===== src/rtl/pwr_mode_pkg.sv =====
package pwr_mode_pkg;
  localparam int REG_W = 32;

  localparam int B_ARM_STOP  = 0;
  localparam int B_ARM_STBY  = 1;
  localparam int B_ARM_DEEP  = 2;
  localparam int B_FO_STOP   = 3;
  localparam int B_FO_SLEEP  = 4;
  localparam int B_HOLD_REQ  = 5;
  localparam int B_RELEASE   = 6;
  localparam int B_HELD      = 7;
  localparam int B_LIRC_OFF  = 8;
  localparam int B_WKPIN_OFF = 9;
  localparam int B_HXT       = 12;
  localparam int B_LIRC      = 13;
  localparam int B_HIRC      = 14;
  localparam int B_LXT       = 15;

  typedef enum logic [2:0] {
    ST_RUN    = 3'd0,
    ST_SLEEP  = 3'd1,
    ST_STOP   = 3'd2,
    ST_STBY   = 3'd3,
    ST_DEEP   = 3'd4,
    ST_SETTLE = 3'd5
  } pm_state_e;

  typedef struct packed {
    logic hxt_en;
    logic lirc_en;
    logic hirc_en;
    logic lxt_en;
    logic wkpin_off;
    logic lirc_off;
    logic hold_req;
    logic fo_sleep;
    logic fo_stop;
    logic arm_deep;
    logic arm_stby;
    logic arm_stop;
  } pm_cfg_t;

  localparam pm_cfg_t CFG_RST = '{hxt_en: 1'b0, lirc_en: 1'b1, hirc_en: 1'b1,
                                  lxt_en: 1'b0, default: 1'b0};
endpackage


===== src/rtl/pwr_mode_regs.sv =====
module pwr_mode_regs
  import pwr_mode_pkg::*;
(
  input  logic             clk,
  input  logic             rst_n,
  input  logic             we_i,
  input  logic [REG_W-1:0] wdata_i,
  input  logic             io_held_i,
  output pm_cfg_t          cfg_o,
  output logic             release_o,
  output logic [REG_W-1:0] rdata_o
);
  pm_cfg_t cfg_q, cfg_d;
  logic    unused_wbits;

  assign unused_wbits = ^{wdata_i[REG_W-1:16], wdata_i[11:10], wdata_i[B_HELD]};

  always_comb begin
    cfg_d = cfg_q;
    if (we_i) begin
      cfg_d.arm_stop  = wdata_i[B_ARM_STOP];
      cfg_d.arm_stby  = wdata_i[B_ARM_STBY];
      cfg_d.arm_deep  = wdata_i[B_ARM_DEEP];
      cfg_d.fo_stop   = wdata_i[B_FO_STOP];
      cfg_d.fo_sleep  = wdata_i[B_FO_SLEEP];
      cfg_d.hold_req  = wdata_i[B_HOLD_REQ];
      cfg_d.lirc_off  = wdata_i[B_LIRC_OFF];
      cfg_d.wkpin_off = wdata_i[B_WKPIN_OFF];
      cfg_d.hxt_en    = wdata_i[B_HXT];
      cfg_d.lirc_en   = wdata_i[B_LIRC];
      cfg_d.hirc_en   = wdata_i[B_HIRC];
      cfg_d.lxt_en    = wdata_i[B_LXT];
    end
  end

  always_ff @(posedge clk or negedge rst_n) begin
    if (!rst_n) cfg_q <= CFG_RST;
    else        cfg_q <= cfg_d;
  end

  always_comb begin
    rdata_o              = '0;
    rdata_o[B_ARM_STOP]  = cfg_q.arm_stop;
    rdata_o[B_ARM_STBY]  = cfg_q.arm_stby;
    rdata_o[B_ARM_DEEP]  = cfg_q.arm_deep;
    rdata_o[B_FO_STOP]   = cfg_q.fo_stop;
    rdata_o[B_FO_SLEEP]  = cfg_q.fo_sleep;
    rdata_o[B_HOLD_REQ]  = cfg_q.hold_req;
    rdata_o[B_HELD]      = io_held_i;
    rdata_o[B_LIRC_OFF]  = cfg_q.lirc_off;
    rdata_o[B_WKPIN_OFF] = cfg_q.wkpin_off;
    rdata_o[B_HXT]       = cfg_q.hxt_en;
    rdata_o[B_LIRC]      = cfg_q.lirc_en;
    rdata_o[B_HIRC]      = cfg_q.hirc_en;
    rdata_o[B_LXT]       = cfg_q.lxt_en;
  end

  assign cfg_o     = cfg_q;
  assign release_o = we_i & wdata_i[B_RELEASE];

  // Control word only moves on a write
  p_cfg_stable_r12: assert property (@(posedge clk) disable iff (!rst_n)
    !we_i |=> $stable(cfg_q));
endmodule


===== src/rtl/pwr_flash_settle.sv =====
module pwr_flash_settle #(
  parameter int SETTLE_CYC = 500
) (
  input  logic clk,
  input  logic rst_n,
  input  logic load_i,
  output logic done_o
);
  localparam int CNT_W = $clog2(SETTLE_CYC + 1);

  logic [CNT_W-1:0] cnt_q, cnt_d;

  always_comb begin
    cnt_d = cnt_q;
    if (load_i)           cnt_d = CNT_W'(SETTLE_CYC);
    else if (cnt_q != '0) cnt_d = cnt_q - 1'b1;
  end

  always_ff @(posedge clk or negedge rst_n) begin
    if (!rst_n) cnt_q <= '0;
    else        cnt_q <= cnt_d;
  end

  assign done_o = (cnt_q == '0);

  // Loading the counter must drop readiness on the next edge
  p_load_blocks_ready_r6: assert property (@(posedge clk) disable iff (!rst_n)
    load_i |=> !done_o);
  // Count proceeds one step per cycle
  p_count_step_r6: assert property (@(posedge clk) disable iff (!rst_n)
    (!load_i && cnt_q != '0) |=> (cnt_q == $past(cnt_q) - 1'b1));
endmodule


===== src/rtl/pwr_io_hold.sv =====
module pwr_io_hold (
  input  logic clk,
  input  logic rst_n,
  input  logic enter_i,
  input  logic exit_i,
  input  logic in_stby_i,
  input  logic hold_req_i,
  input  logic release_i,
  output logic hold_o
);
  logic hold_q, hold_d;

  always_comb begin
    hold_d = hold_q;
    if (enter_i)                      hold_d = 1'b1;
    else if (exit_i && !hold_req_i)   hold_d = 1'b0;
    else if (release_i && !in_stby_i) hold_d = 1'b0;
  end

  always_ff @(posedge clk or negedge rst_n) begin
    if (!rst_n) hold_q <= 1'b0;
    else        hold_q <= hold_d;
  end

  assign hold_o = hold_q;

  // Standby entry latches the hold
  p_enter_sets_r7: assert property (@(posedge clk) disable iff (!rst_n)
    enter_i |=> hold_q);
  // Hold persists across a wake when requested
  p_keep_on_req_r7: assert property (@(posedge clk) disable iff (!rst_n)
    (exit_i && hold_req_i && hold_q) |=> hold_q);
  // Software release outside standby frees the I/O
  p_release_clears_r8: assert property (@(posedge clk) disable iff (!rst_n)
    (release_i && !in_stby_i && !enter_i) |=> !hold_q);
endmodule


===== src/rtl/pwr_mode_seq.sv =====
module pwr_mode_seq
  import pwr_mode_pkg::*;
(
  input  logic      clk,
  input  logic      rst_n,
  input  logic      strobe_i,
  input  logic      irq_i,
  input  logic      wake_pin_i,
  input  logic      wake_tmr_i,
  input  logic      arm_stop_i,
  input  logic      arm_stby_i,
  input  logic      arm_deep_i,
  input  logic      fo_stop_i,
  input  logic      fo_sleep_i,
  input  logic      lirc_off_i,
  input  logic      wkpin_off_i,
  input  logic      settle_done_i,
  output pm_state_e state_o,
  output logic      flash_off_o,
  output logic      settle_load_o,
  output logic      enter_stby_o,
  output logic      exit_stby_o
);
  pm_state_e state_q, state_d;
  logic      wake;
  logic      asleep;

  always_comb begin
    unique case (state_q)
      ST_SLEEP, ST_STOP: wake = wake_pin_i | wake_tmr_i | irq_i;
      ST_STBY:           wake = wake_pin_i | wake_tmr_i;
      ST_DEEP:           wake = (wake_pin_i & ~wkpin_off_i) | (wake_tmr_i & ~lirc_off_i);
      default:           wake = 1'b0;
    endcase
  end

  always_comb begin
    unique case (state_q)
      ST_STOP:          flash_off_o = fo_stop_i;
      ST_SLEEP:         flash_off_o = fo_sleep_i;
      ST_STBY, ST_DEEP: flash_off_o = 1'b1;
      default:          flash_off_o = 1'b0;
    endcase
  end

  assign asleep = (state_q == ST_SLEEP) || (state_q == ST_STOP) ||
                  (state_q == ST_STBY)  || (state_q == ST_DEEP);

  always_comb begin
    state_d = state_q;
    unique case (state_q)
      ST_RUN: begin
        if (strobe_i) begin
          if (arm_deep_i)      state_d = ST_DEEP;
          else if (arm_stby_i) state_d = ST_STBY;
          else if (arm_stop_i) state_d = ST_STOP;
          else                 state_d = ST_SLEEP;
        end
      end
      ST_SETTLE: if (settle_done_i) state_d = ST_RUN;
      default:   if (wake) state_d = flash_off_o ? ST_SETTLE : ST_RUN;
    endcase
  end

  always_ff @(posedge clk or negedge rst_n) begin
    if (!rst_n) state_q <= ST_RUN;
    else        state_q <= state_d;
  end

  assign state_o       = state_q;
  assign settle_load_o = asleep & wake & flash_off_o;
  assign enter_stby_o  = (state_q == ST_RUN) && (state_d == ST_STBY);
  assign exit_stby_o   = (state_q == ST_STBY) && wake;

  // No strobe, no entry
  p_entry_needs_strobe_r2: assert property (@(posedge clk) disable iff (!rst_n)
    (state_q == ST_RUN && !strobe_i) |=> (state_q == ST_RUN));
  // Deep wins over the other arm bits
  p_deep_first_r3: assert property (@(posedge clk) disable iff (!rst_n)
    (state_q == ST_RUN && strobe_i && arm_deep_i) |=> (state_q == ST_DEEP));
  // Interrupts do not wake standby
  p_stby_ignores_irq_r10: assert property (@(posedge clk) disable iff (!rst_n)
    (state_q == ST_STBY && !wake_pin_i && !wake_tmr_i) |=> (state_q == ST_STBY));
  // Deep wake sources gated by their inverted enables
  p_deep_gated_r9: assert property (@(posedge clk) disable iff (!rst_n)
    (state_q == ST_DEEP && !(wake_pin_i && !wkpin_off_i) && !(wake_tmr_i && !lirc_off_i))
      |=> (state_q == ST_DEEP));
  // Settle only ends into run
  p_settle_to_run_r6: assert property (@(posedge clk) disable iff (!rst_n)
    (state_q == ST_SETTLE && settle_done_i) |=> (state_q == ST_RUN));
endmodule


===== src/rtl/pwr_mode_ctrl.sv =====
module pwr_mode_ctrl
  import pwr_mode_pkg::*;
#(
  parameter int CLK_FREQ_HZ = 50_000_000,
  parameter int SETTLE_US   = 10
) (
  input  logic        clk,
  input  logic        rst_n,
  input  logic        reg_we_i,
  input  logic [31:0] reg_wdata_i,
  output logic [31:0] reg_rdata_o,
  input  logic        sleep_strobe_i,
  input  logic        irq_i,
  input  logic        wake_pin_i,
  input  logic        wake_tmr_i,
  output logic        hxt_en_o,
  output logic        lirc_en_o,
  output logic        hirc_en_o,
  output logic        lxt_en_o,
  output logic [2:0]  pd_req_o,
  output logic        flash_pwr_off_o,
  output logic        flash_ready_o,
  output logic        io_hold_o
);
  localparam int SETTLE_CYC = (CLK_FREQ_HZ / 1_000_000) * SETTLE_US;

  logic [1:0] rst_sync_q;
  logic       rst_ns;
  pm_cfg_t    cfg;
  logic       release_pulse;
  pm_state_e  state;
  logic       flash_off;
  logic       settle_load;
  logic       settle_done;
  logic       enter_stby;
  logic       exit_stby;
  logic       hold;

  always_ff @(posedge clk or negedge rst_n) begin
    if (!rst_n) rst_sync_q <= 2'b00;
    else        rst_sync_q <= {rst_sync_q[0], 1'b1};
  end
  assign rst_ns = rst_sync_q[1];

  pwr_mode_regs u_regs (
    .clk       (clk),
    .rst_n     (rst_ns),
    .we_i      (reg_we_i),
    .wdata_i   (reg_wdata_i),
    .io_held_i (hold),
    .cfg_o     (cfg),
    .release_o (release_pulse),
    .rdata_o   (reg_rdata_o)
  );

  pwr_mode_seq u_seq (
    .clk           (clk),
    .rst_n         (rst_ns),
    .strobe_i      (sleep_strobe_i),
    .irq_i         (irq_i),
    .wake_pin_i    (wake_pin_i),
    .wake_tmr_i    (wake_tmr_i),
    .arm_stop_i    (cfg.arm_stop),
    .arm_stby_i    (cfg.arm_stby),
    .arm_deep_i    (cfg.arm_deep),
    .fo_stop_i     (cfg.fo_stop),
    .fo_sleep_i    (cfg.fo_sleep),
    .lirc_off_i    (cfg.lirc_off),
    .wkpin_off_i   (cfg.wkpin_off),
    .settle_done_i (settle_done),
    .state_o       (state),
    .flash_off_o   (flash_off),
    .settle_load_o (settle_load),
    .enter_stby_o  (enter_stby),
    .exit_stby_o   (exit_stby)
  );

  pwr_flash_settle #(.SETTLE_CYC(SETTLE_CYC)) u_settle (
    .clk    (clk),
    .rst_n  (rst_ns),
    .load_i (settle_load),
    .done_o (settle_done)
  );

  pwr_io_hold u_hold (
    .clk        (clk),
    .rst_n      (rst_ns),
    .enter_i    (enter_stby),
    .exit_i     (exit_stby),
    .in_stby_i  (state == ST_STBY),
    .hold_req_i (cfg.hold_req),
    .release_i  (release_pulse),
    .hold_o     (hold)
  );

  always_comb begin
    hxt_en_o  = cfg.hxt_en;
    lirc_en_o = cfg.lirc_en;
    hirc_en_o = cfg.hirc_en;
    lxt_en_o  = cfg.lxt_en;
    unique case (state)
      ST_STOP, ST_STBY: begin
        hxt_en_o  = 1'b0;
        hirc_en_o = 1'b0;
      end
      ST_DEEP: begin
        hxt_en_o  = 1'b0;
        hirc_en_o = 1'b0;
        lirc_en_o = ~cfg.lirc_off;
      end
      default: ;
    endcase
  end

  assign pd_req_o        = {state == ST_DEEP, state == ST_STBY, state == ST_STOP};
  assign flash_pwr_off_o = flash_off;
  assign flash_ready_o   = ~flash_off & settle_done;
  assign io_hold_o       = hold;

  // Power-down requests are one-hot
  p_pd_onehot_r2: assert property (@(posedge clk) disable iff (!rst_ns)
    $onehot0(pd_req_o));
  // Standby and deep always cut the flash
  p_flash_off_pd_r5: assert property (@(posedge clk) disable iff (!rst_ns)
    (pd_req_o[1] | pd_req_o[2]) |-> (flash_pwr_off_o && !flash_ready_o));
  // Fast oscillators stay off during any power-down
  p_fast_osc_off_r11: assert property (@(posedge clk) disable iff (!rst_ns)
    (pd_req_o != 3'b000) |-> (!hxt_en_o && !hirc_en_o));
endmodule


===== config.mk =====
export PLATFORM = sky130hd
export DESIGN_NAME = pwr_mode_ctrl
export DESIGN_NICKNAME = d
export VERILOG_FILES = /design/src/rtl/pwr_mode_pkg.sv /design/src/rtl/pwr_mode_regs.sv /design/src/rtl/pwr_flash_settle.sv /design/src/rtl/pwr_io_hold.sv /design/src/rtl/pwr_mode_seq.sv /design/src/rtl/pwr_mode_ctrl.sv
export SDC_FILE = /design/constraint.sdc
export NUM_CORES = 1
export LEC_CHECK = 0
export ABC_AREA = 1
export BUFFER_PORTS_ARGS = -buffer_cell sky130_fd_sc_hd__buf_2
export CORE_MARGIN = 1
export CORE_UTILIZATION = 35
export DETAILED_ROUTE_END_ITERATION = 8
export GPL_ROUTABILITY_DRIVEN = 0
export GPL_TIMING_DRIVEN = 0
export PLACE_DENSITY = 0.72
export SLEW_MARGIN = 20
export SYNTH_ARGS = -nofsm -noshare
export SYNTH_HDL_FRONTEND = slang
export SYNTH_SLANG_ARGS = --single-unit

===== constraint.sdc =====
create_clock -name clk -period 1.7 [get_ports clk]
set_input_delay 0.34 -clock clk [delete_from_list [all_inputs] [get_ports clk]]
set_output_delay 0.34 -clock clk [all_outputs]
set_load 0.005 [all_outputs]

# Yosys cells after proc, flatten, opt, wreduce, memory -nomap -nowiden
# Index checks and enable logic that the tools add are counted.
totals:
  register_bits: 27
  latchBits: 0
  mem_bits_rw: 0
  mem_bits_ro: 0
  input_bits: 39
  out_inout_bits: 42
  elab_cells: 70
  mem_count: 0
op_classes:
  n_addsub: 1
  n_mul: 0
  div: 0
  n_lt_le_gt_ge: 0
  eq_ne: 6
  n_shift: 0
  n_mux: 18
  bitwise: 12
  n_reduce_logical: 17
op_table:
  columns: ["cell", "n"]
  rows:
  - ["3-bit 2-to-1 mux", 6]
  - ["9-bit 2-to-1 mux", 2]
  - ["3-bit by 2-bit equality test with 1-bit output, second input constant", 3]
  - ["9-bit zero test", 1]
  - ["9-bit nonzero test", 1]
  - ["9-bit by 1-bit subtractor with 9-bit output, second input constant", 1]
  - ["1-bit bitwise AND", 6]
  - ["3-bit equality test, second input constant", 2]
  - ["1-bit 2-to-1 mux", 6]
  - ["1-bit case mux with 3 select lines", 2]
  - ["3-bit case mux with 2 select lines", 1]
  - ["1-bit logical AND", 4]
  - ["2-bit OR reduction", 2]
  - ["3-bit by 1-bit equality test with 1-bit output, second input constant", 1]
  - ["3-bit zero test", 1]
  - ["1-bit logical OR", 3]
  - ["1-bit NOT", 3]
  - ["1-bit bitwise OR", 3]
  - ["3-bit nonzero test", 1]
  - ["3-bit OR reduction", 1]
  - ["1-bit zero test", 2]
  - ["2-bit 2-to-1 mux", 1]
  - ["2-bit nonzero test", 1]

# Depth between registers and ports, before layout
# Gate-level depths: netlist of run 1.
depth:
  depth_word: 9
  mapped_depth: 11
  mapped_depth_nobuf: 11

# Modules after synthesis
# Synthesis of run 1 repeated with hierarchy kept, for this count alone.
hier_totals:
  hier_cells: 247
  hier_area_um2: 1790.5
modules_own_cells:
  columns: ["module", "n_inst", "cells_each", "area_each_um2", "seq_area_each_um2"]
  rows:
  - ["pwr_mode_regs", 1, 86, 711.9, 302.8]
  - ["pwr_flash_settle", 1, 73, 523.0, 225.2]
  - ["pwr_mode_seq", 1, 59, 367.9, 75.1]
  - ["pwr_mode_ctrl", 1, 21, 135.1, 50.0]
  - ["pwr_io_hold", 1, 8, 52.6, 25.0]

# Worst setup path after synthesis of run 1
# Ideal clock, no wire load.
synth_timing:
  path_type: "reg-to-output"
  from: "register u_settle.cnt_q[5]"
  to: "output port flash_ready_o"
  arrival_ns: 1.067
  required_time_ns: 1.360
  path_slack_ns: 0.293
  path_stages_with_launch: 6
  path_buffers: 0
  cell_sequence: "dfrtp_1 nor2_1 nand3_1 nor2_4 inv_1 nor2_1"
synth_via:
  elab_chain_cells: 2
synth_lines:
  columns: ["element", "line", "source"]
  rows:
  - ["from (decl)", "pwr_flash_settle.sv:11", "logic [CNT_W-1:0] cnt_q, cnt_d;"]
  - ["from (signal assigned)", "pwr_flash_settle.sv:21", "else cnt_q <= cnt_d;"]
  - ["9-bit zero test", "pwr_flash_settle.sv:24", "assign done_o = (cnt_q == '0);"]
  - ["1-bit bitwise AND", "pwr_mode_ctrl.sv:117", "assign flash_ready_o = ~flash_off & settle_done;"]
  - ["to (decl)", "pwr_mode_ctrl.sv:22", "output logic flash_ready_o,"]
# No other way between the ends.

# Worst setup path in the final report of run 1
layout_timing:
  from: "register u_settle.cnt_q[3]"
  to: "output port flash_ready_o"
# The elaborated chain is that of the path after synthesis.

==> results of run 1 <==
-- layer usage --
layer | GRT usage | share of wire | up-vias
met5 | 0 | 0 | -
met4 | 0.0622 | 0.017 | 0
met1 | 0.200 | 0.46 | 613
met3 | 0.0392 | 0.048 | 4
li1 | - | - | 710
met2 | 0.220 | 0.47 | 30
-- worst max-delay path, delay by kind of cell, from the launching register on --
family / cells / cell delay (ns)
and+or+nand+nor: 4 / 0.49
DFF: 1 / 0.43
buffers and inverters: 2 / 0.17
-- flip-flops by register name, indices dropped and copies added (netlist names) --
register and count:
u_regs.cfg_o 12, rst_sync_q 2, u_hold.hold_o 1, u_seq.state_o 3, u_settle.cnt_q 9
-- synth_stat cells --
cell type,instances,area (um^2)
clkbuf_1,2,7.51
o211ai_1,2,15.0
nand3_1,12,60.1
nor2_4,1,11.3
dfrtp_1,25,626
nand2_4,2,22.5
a31oi_1,1,6.26
o21ai_0,14,70.1
nand4_1,3,18.8
nand3b_1,1,7.51
ha_1,2,25.0
inv_2,2,7.51
dfstp_2,2,52.6
inv_1,25,93.8
nand3_2,2,20.0
buf_4,30,225
nand2_2,6,37.5
xor2_1,2,17.5
nor2_2,3,18.8
conb_1,2,7.51
o21ai_1,3,15.0
a21oi_1,2,10.0
nand2_1,29,109
nor3_2,1,10.0
mux2_2,5,56.3
nor2_1,14,52.6
-- layout make-up --
class                           count  share of cell area
Inverter                           27              0.0469
Clock inverter                      1             0.00405
Tap cell                           52              0.0301
Clock buffer                        3              0.0191
Multi-Input combinational cell    125               0.339
Timing Repair Buffer               53               0.138
Sequential cell                    27               0.315
Buffer                             32               0.108
-- cells by family (layout without fill, tap and decap cells) --
group | Yosys count | in the layout | synth area share
AND/OR/NAND/NOR | 74 | 74 | 0.230
buffers and inverters | 59 | 116 | 0.208
flip-flops | 27 | 27 | 0.423
AO/OA/AOI/OAI | 22 | 22 | 0.0726
multiplexers | 5 | 5 | 0.0351
adder cells (fa/ha/maj) | 2 | 2 | 0.0156
other | 2 | 20 | 0.00469
XOR/XNOR | 2 | 2 | 0.0109
-- metrics by stage --
step / hold WS, ns / TNS, ns / total power, W
after floorplan: 0.0444 / 0 / 0.00169
after global placement: 0.126 / 0 / 0.00194
after detailed placement: 0.125 / 0 / 0.00196
after CTS: 0.255 / -0.0121 / 0.00255
after global routing: 0.254 / -0.203 / 0.00291
final: 0.257 / -0.0130 / 0.00270
-- power groups by stage --
stage	combinational [W]	sequential (W)	clock, W
2_1_floorplan	0.000776	0.000911	0
3_3_place_gp	0.00101	0.000930	0
3_5_place_dp	0.00102	0.000931	0
4_1_cts	0.00119	0.000953	0.000404
5_1_grt	0.00149	0.000982	0.000439
6_report	0.00134	0.000958	0.000403
-- worst max path at each step --
stage	start	end	depth (start not counted)
floorplan	u_settle.cnt_q[5]	flash_ready_o	5
global placement	u_settle.cnt_q[5]	flash_ready_o	6
detailed placement	u_settle.cnt_q[5]	flash_ready_o	6
CTS	u_seq.state_o[2]	flash_ready_o	7
global route	u_settle.cnt_q[5]	flash_ready_o	6
finish	u_settle.cnt_q[3]	flash_ready_o	6
-- repair_timing --
item,in CTS,in global routing
endpoints found under the setup margin,2,2
pin swaps,8,6
setup buffers,7,4
endpoints found under the hold margin,2,0
resized for setup,17,6
hold buffers,1,0
==> metrics, run 1 <==
TritonCTS sink count=27; hpwl dp=around 2300 um; first-pass GRT wire length=between 5000 and 6000 um; Setup CP Type=reg2out; LEAKAGE=between 1 and 1.5 nW; initial antenna violation count=0; initial DRC count=58; Global Route Usage Sum=0.147; TritonRoute pass-1 iters=4; Routed Antenna Nets=0; Die X=~70 um; Post-Place Setup Slack=0.0484 ns; Yosys warning total=0; Core Util, Final=0.493; RSZ-0062 raised after global routing=true; WP data arrival=1.37 ns; most used cell, CP=nor2_2; Cell Area, Placed=a little under 2000 um^2; Setup WS post-layout=-0.0130 ns; required time of the critical path=between 1 and 1.5 ns; Via Count=1357; most frequent cells in the layout=buf_4, buf_2, nand2_1; Max Slew Vio Count=0; drt total wl=about 3300 um; worst vdd ir=between 600 and 700 uV; root buffer cell=clkbuf_8; status=finished with violations; maximum root-to-sink buffer count=2; Final min period=~1.7 ns; Period Utilization, post-route=1.01; Critical Path Start Type=flip-flop; final setup vio count=1; Skew-Pair Late Insertion Delay=0.28 ns; HP Class=reg2async; RR Startpoint=u_seq.state_o[2]; Flop pwr share=0.354; n_diodes=0; total gr overflow=0; Final Hold Viols=0; row cnt=24; htree depth=1; area occupied by registers=682 um^2; slowest stage cell on the critical path=dfrtp_1; I/O Buffers=41; via density per instance=about 4.2; Layout area overhead=34.9%; Synth Instances=around 190; vias in the first global route=approximately 1200; total CTS buffers=3; CTS tree=done; FF+latch count, synth=27; Critical Path Sink Type=primary output; P per Cell Area=between 1000 and 1500 nW/um^2; Int Power=between 0.0015 and 0.002 W; Mapped Area=1600 um^2; maxcap violations=0; FF-to-FF path depth=11; slowest stage delay, CP=about 0.43 ns; layout cells sized above 1=0.481; failing checks=setup timing; R2R Setup Slk=approximately 0.080 ns; WL per Instance=~10 um; CORE AREA=4380 um^2; combinational share of power=0.496; Worst Skew=0.00298 ns; clk slew on worst S/H paths=approximately 0.10 ns; Inst Count DP=a little over 300; Max FO, Critical Path=4; initial core utilization=0.366; Worst-Margin Slew=roughly 0.55 ns; clock power share=0.149; Filler Cell Count=~420; Die ar.=just under 5000 um^2; maximum clock rate=584 MHz; Cell variety after synth=26; crit path cell chain=nor2_2 > nand3_2 > nor2_4 > inv_2 > nor2_2 > buf_2; die height=roughly 70 um; DRC=0; Seq/Total Area, Yosys=0.423; worst relative slew slack=0.633; switch share=0.409; finished layout cell area=between 2000 and 2500 um^2; Post-Syn Area per Cell=just over 8 um^2; multi-input logic area=about 730 um^2; # nets final=310; final cell count without fillers=320; RR Endpoint=u_settle.cnt_q[5]; largest net degree at the start of global routing=26; I/O pins=between 80 and 90; NetSw=0.00110 W
Power figures use the tool's default switching activity.
==> inputs of run 2 (changes only) <==
- ABC_AREA: 1 -> 0
- MAX_ROUTING_LAYER: unset -> met4
==> run 2 against run 1 <==
Against the previous run: the run still ends with setup timing left; count of clock-buffer cells in the layout unchanged; sequential share of layout area shrank 1.8 points; global-route usage shrank 0.51 points; routed wire length up 0.97%; critical path depth did not move; critical path type unchanged; critical endpoint unchanged; largest power group unchanged.
==> metrics, run 2 <==
Final Hold Viols=0; Core Util, Final=0.520; worst relative slew slack=0.626; FF+latch count, synth=27; Routed Antenna Nets=0; largest net degree at the start of global routing=26; LEAKAGE=around 1.1 nW; area occupied by registers=roughly 700 um^2; Inst Count DP=about 270; leading cell type in the layout, fill and taps excluded=buf_4; Max FO, Critical Path=2; CORE AREA=around 4400 um^2; worst vdd ir=just over 700 uV; Skew-Pair Late Insertion Delay=roughly 0.27 ns; top cells by area, synth=dfrtp_1, buf_4, mux2_2; NetSw=0.00106 W; TritonCTS sink count=27; CTS tree=done; Cell variety after synth=40; area leader, netlist=dfrtp_1; drt total wl=3340 um; Worst-Margin Slew=about 0.56 ns; die height=~70 um; Seq/Total Area, Yosys=0.419; TritonRoute pass-1 iters=4; initial DRC count=44; HP Class=reg2async; Die ar.=4910 um^2; Setup CP Type=reg2out; Final min period=2.15 ns; Flop pwr share=0.335; final cell count without fillers=about 300; combinational share of power=0.541; Largest register FFs=12; Cell Area, Placed=2000 um^2; Yosys warning total=0; Layout area overhead=41.6%; Via Count=around 1300; Int Power=between 0.0015 and 0.002 W; P per Cell Area=approximately 1300 nW/um^2; Critical Path Start Type=flip-flop; WL per Instance=11.3 um; Critical Path Sink Type=primary output; leading cell type by number of instances after synthesis=buf_4; total CTS buffers=3; layout cells sized above 1=0.560; clock power share=0.124; Filler Cell Count=roughly 400; Die X=roughly 70 um; Setup WS post-layout=-0.449 ns; maximum root-to-sink buffer count=2; switch share=0.364; final setup vio count=16; required time of the critical path=about 1.4 ns; DRC=0; multi-input logic area=~790 um^2; Main synth FF type=dfrtp_1; slowest stage delay, CP=roughly 0.46 ns; first-pass GRT wire length=~5600 um; status=finished with violations; maxcap violations=0; initial antenna violation count=0; most frequent cells in the layout=buf_4, buf_2, dfrtp_1; via density per instance=4.55; Worst Skew=a little under 0.005 ns; vias in the first global route=1285; maximum clock rate=465 MHz; I/O pins=81; htree depth=1; Global Route Usage Sum=0.142; Async SR Flop Fraction=1.00; initial core utilization=0.367; top cells by count, synth=buf_4, dfrtp_1, mux2_2, nand2_1, nor2_1; total gr overflow=0; # nets final=around 290; WP buf/inv=2; EDFF count, synth=0; slowest stage cell on the critical path=or4b_4; clk slew on worst S/H paths=~0.090 ns; n_diodes=0; WP data arrival=about 1.8 ns; crit path cell chain=inv_2 > ha_4 > or4b_4 > or2_4 > nor2_4 > buf_2; I/O Buffers=42; area share of the largest cell type after synthesis=0.386; Period Utilization, post-route=1.26; Post-Syn Area per Cell=roughly 10 um^2; Crit path max-delay family=simple AND/OR/NAND/NOR gates; row cnt=24; hpwl dp=between 2000 and 2500 um; Max Slew Vio Count=0; RSZ-0062 raised after global routing=true; root buffer cell=clkbuf_8; finished layout cell area=about 2300 um^2; failing checks=setup timing; Mapped Area=1620 um^2; Synth Instances=~160
-- run 2: cell types whose count changed after synthesis, moves of 6 or more --
cell,before,now
nand2_1,29,11
inv_1,25,8
nand3_1,12,0
o21ai_0,14,4
mux2_2,5,11
nand2_2,6,0
nor3_1,0,6
-- run 2: power by group through the flow --
stage	registers, W	logic (W)	clock network (W)
6_report	0.000972	0.00157	0.000361
5_1_grt	0.000990	0.00171	0.000391
3_5_place_dp	0.000969	0.00110	0
4_1_cts	0.000962	0.00145	0.000380
3_3_place_gp	0.000957	0.00108	0
2_1_floorplan	0.000928	0.000826	0
-- run 2: cells by family (layout without fill, tap and decap cells) --
group	after synthesis	after routing	share of synthesized area
buffers and inverters	46	109	0.188
AND/OR/NAND/NOR	47	47	0.162
flip-flops	27	27	0.419
multiplexers	12	12	0.0826
XOR/XNOR	7	7	0.0425
AO/OA/AOI/OAI	19	19	0.0857
other	2	20	0.00463
adder cells (fa/ha/maj)	2	2	0.0154
-- run 2: path summary, 6_finish.rpt --
check                                    endpoint  slack (ns)              start  depth (start not counted)
worst min-delay path            u_settle.cnt_q[6]        0.26      rst_sync_q[1]                          0
worst max register to register  u_settle.cnt_q[4]       -0.41  u_settle.cnt_q[1]                         10
min in group clk                  u_regs.cfg_o[3]        0.28     reg_wdata_i[3]                          3
worst min register to register  u_settle.cnt_q[6]        0.26      rst_sync_q[1]                          0
max in group asynchronous        u_seq.state_o[1]        1.05      rst_sync_q[1]                          0
worst max-delay path                flash_ready_o       -0.45  u_settle.cnt_q[1]                          6
-- run 2: layout make-up --
class | count | share of cell area
multi-input combinational | 107 | 0.344
sequential | 27 | 0.297
timing repair buffer | 65 | 0.192
buffer | 32 | 0.105
tap | 52 | 0.0284
clock buffer | 3 | 0.0180
inverter | 8 | 0.0131
clock inverter | 1 | 0.00218
-- run 2: what timing repair did --
item                       in CTS  in global routing
buffers inserted               18                  4
setup endpoints to repair      17                 18
pin swaps                       7                  7
hold endpoints to repair        2                  0
hold buffers                    1                  0
resized for setup              18                 12
-- run 2: routing by layer --
metal  global-route usage  share of wire
met1                0.165           0.42
met2                0.251           0.52
met3               0.0245          0.052
met4               0.0378         0.0096
met5                    -              0
-- run 2: metrics by stage --
stage | hold slack, ns | setup slack, ns | power, W | TNS [ns]
floorplan | 0.0444 | -0.153 | 0.00175 | -0.432
global placement | 0.125 | -0.314 | 0.00203 | -1.41
detailed placement | 0.128 | -0.332 | 0.00207 | -1.90
CTS | 0.271 | -0.519 | 0.00279 | -3.78
global route | 0.294 | -0.502 | 0.00310 | -4.64
finish | 0.259 | -0.449 | 0.00290 | -3.78
==> inputs of run 3 (changes only) <==
- CORE_MARGIN: 1 -> 2
- PLACE_DENSITY: 0.72 -> unset
- PLACE_DENSITY_LB_ADDON: unset -> 0.1
==> run 3 against run 2 <==
Against the previous run: the run still ends with setup timing left; clock skew barely moved; first-iteration DRC count fell by 48%; worst setup slack improved by 0.011 ns; cell count rose by 1.4%; sequential power fell by 1%; register-to-register slack improved by 0.15 ns; via count fell by 0.97%; highest routed layer unchanged.
==> metrics, run 3 (same netlist as run 2, synthesis figures left out) <==
Critical Path Start Type=flip-flop; hpwl dp=roughly 2400 um; CTS tree=done; HP Class=reg2async; root buffer cell=clkbuf_8; Routed Antenna Nets=0; maximum root-to-sink buffer count=2; RR Endpoint=u_settle.cnt_q[0]; total CTS buffers=3; WP data arrival=approximately 1.8 ns; P per Cell Area=1280 nW/um^2; RSZ-0062 raised after global routing=true; I/O pins=around 80; clk slew on worst S/H paths=0.09 ns; slowest stage cell on the critical path=or4b_4; total gr overflow=0; R2R Setup Slk=-0.26 ns; CORE AREA=4410 um^2; Critical Path Sink Type=primary output; row cnt=24; Post-Place Setup Slack=-0.336 ns; maxcap violations=0; crit path cell chain=inv_2 > ha_4 > or4b_4 > or2_4 > nor2_4 > buf_2; I/O Buffers=42; LEAKAGE=around 1.2 nW; Crit path max-delay family=simple AND/OR/NAND/NOR gates; failing checks=setup timing; Period Utilization, post-route=1.26; Die ar.=5190 um^2; htree depth=1; Max Slew Vio Count=0; drt total wl=between 3000 and 4000 um; n_diodes=0; Final min period=roughly 2.1 ns; initial antenna violation count=0; Setup WS post-layout=-0.439 ns; vias in the first global route=about 1300; slowest stage delay, CP=around 0.45 ns; DRC=0; TritonCTS sink count=27; maximum clock rate=around 470 MHz; # nets final=~290; via density per instance=approximately 4.4; CP Depth=6; worst hold slack=about 0.26 ns; worst relative slew slack=0.633; Skew-Pair Late Insertion Delay=about 0.27 ns; Setup CP Type=reg2out; WL per Instance=around 11 um; Global Route Usage Sum=0.147; initial core utilization=0.367; worst vdd ir=~600 uV; required time of the critical path=around 1.4 ns; WP buf/inv=2; FF-to-FF path depth=8; leading cell type in the layout, fill and taps excluded=buf_4; first-pass GRT wire length=5820 um; die height=72.0 um; CP Launch Point=u_settle.cnt_q[0]; Worst Setup EP=flash_ready_o; Die X=around 70 um; final setup vio count=16; TritonRoute pass-1 iters=4; Worst Skew=roughly 0.0048 ns; initial DRC count=23; status=finished with violations; Max FO, Critical Path=2; Layout area overhead=43.3%; largest net degree at the start of global routing=26; Via Count=1329; most frequent cells in the layout=buf_4, buf_2, dfrtp_1; Largest register FFs=12; layout cells sized above 1=0.579; Worst-Margin Slew=0.551 ns; RR Startpoint=u_settle.cnt_q[0]; Final Hold Viols=0
-- run 3: cell types whose count changed in the layout (fill, tap and decap cells not counted), sizes merged --
cell and change:
buf +4
-- run 3: timing repair --
action	in CTS	in global routing
resized for setup	18	13
pin swaps	15	4
setup buffers	21	8
endpoints found under the setup margin	17	21
hold buffers	1	0
endpoints found under the hold margin	2	0
-- run 3: report_power, final --
group / leakage (nW) / total, W / switching, W / internal [W]
sequential: 0.304 / 0.000959 / 0.000153 / 0.000807
combinational: 0.821 / 0.00165 / 0.000699 / 0.000949
clock: 0.0255 / 0.000365 / 0.000201 / 0.000164
total: 1.15 / 0.00297 / 0.00105 / 0.00192
-- run 3: metal layers --
layer / global-route usage / vias up / routed length, um
met4: 0.0566 / 0 / 59
met3: 0.0222 / 5 / 192
met5: - / - / 0
li1: - / 666 / -
met2: 0.233 / 49 / 1640
met1: 0.191 / 609 / 1530
-- run 3: area by class of cell --
cell class | count | area [um^2]
Fill cell | 431 | 2090
Multi-Input combinational cell | 107 | 816
Sequential cell | 27 | 682
Timing Repair Buffer | 69 | 443
Buffer | 32 | 240
Tap cell | 52 | 65.1
Clock buffer | 3 | 41.3
Inverter | 8 | 30.0
Clock inverter | 1 | 5.00
-- run 3: stage by stage --
| step | util | setup TNS, ns | total power [W] | cell area [um^2] | cells |
|---|---|---|---|---|---|
| floorplan | - | -0.432 | 0.00175 | 1720 | 180 |
| global placement | 0.452 | -1.62 | 0.00206 | 2000 | 274 |
| detailed placement | 0.452 | -1.86 | 0.00206 | 2000 | 274 |
| CTS | 0.509 | -2.39 | 0.00284 | 2250 | 295 |
| global route | 0.526 | -3.62 | 0.00322 | 2320 | 299 |
| finish | 0.526 | -2.45 | 0.00297 | 2320 | 299 |
-- run 3: worst min path at each step --
| stage | depth (start not counted) | from | slack [ns] | to |
|---|---|---|---|---|
| global placement | 1 | rst_n | 0.13 | rst_sync_q[0] |
| floorplan | 0 | rst_n | 0.04 | rst_sync_q[0] |
| global route | 2 | reg_wdata_i[12] | 0.28 | u_regs.cfg_o[11] |
| CTS | 2 | reg_wdata_i[12] | 0.28 | u_regs.cfg_o[11] |
| detailed placement | 1 | rst_n | 0.13 | rst_sync_q[0] |
| finish | 0 | rst_sync_q[1] | 0.26 | u_regs.cfg_o[11] |
-- run 3: worst reg2reg max path, delay by kind of cell, from the launching register on --
kind | cells | cell delay, ns
xor gates and xnor gates | 1 | 0.12
adders and majority gates | 1 | 0.13
buffers and inverters | 3 | 0.34
DFF | 1 | 0.39
and+or+nand+nor | 3 | 0.87
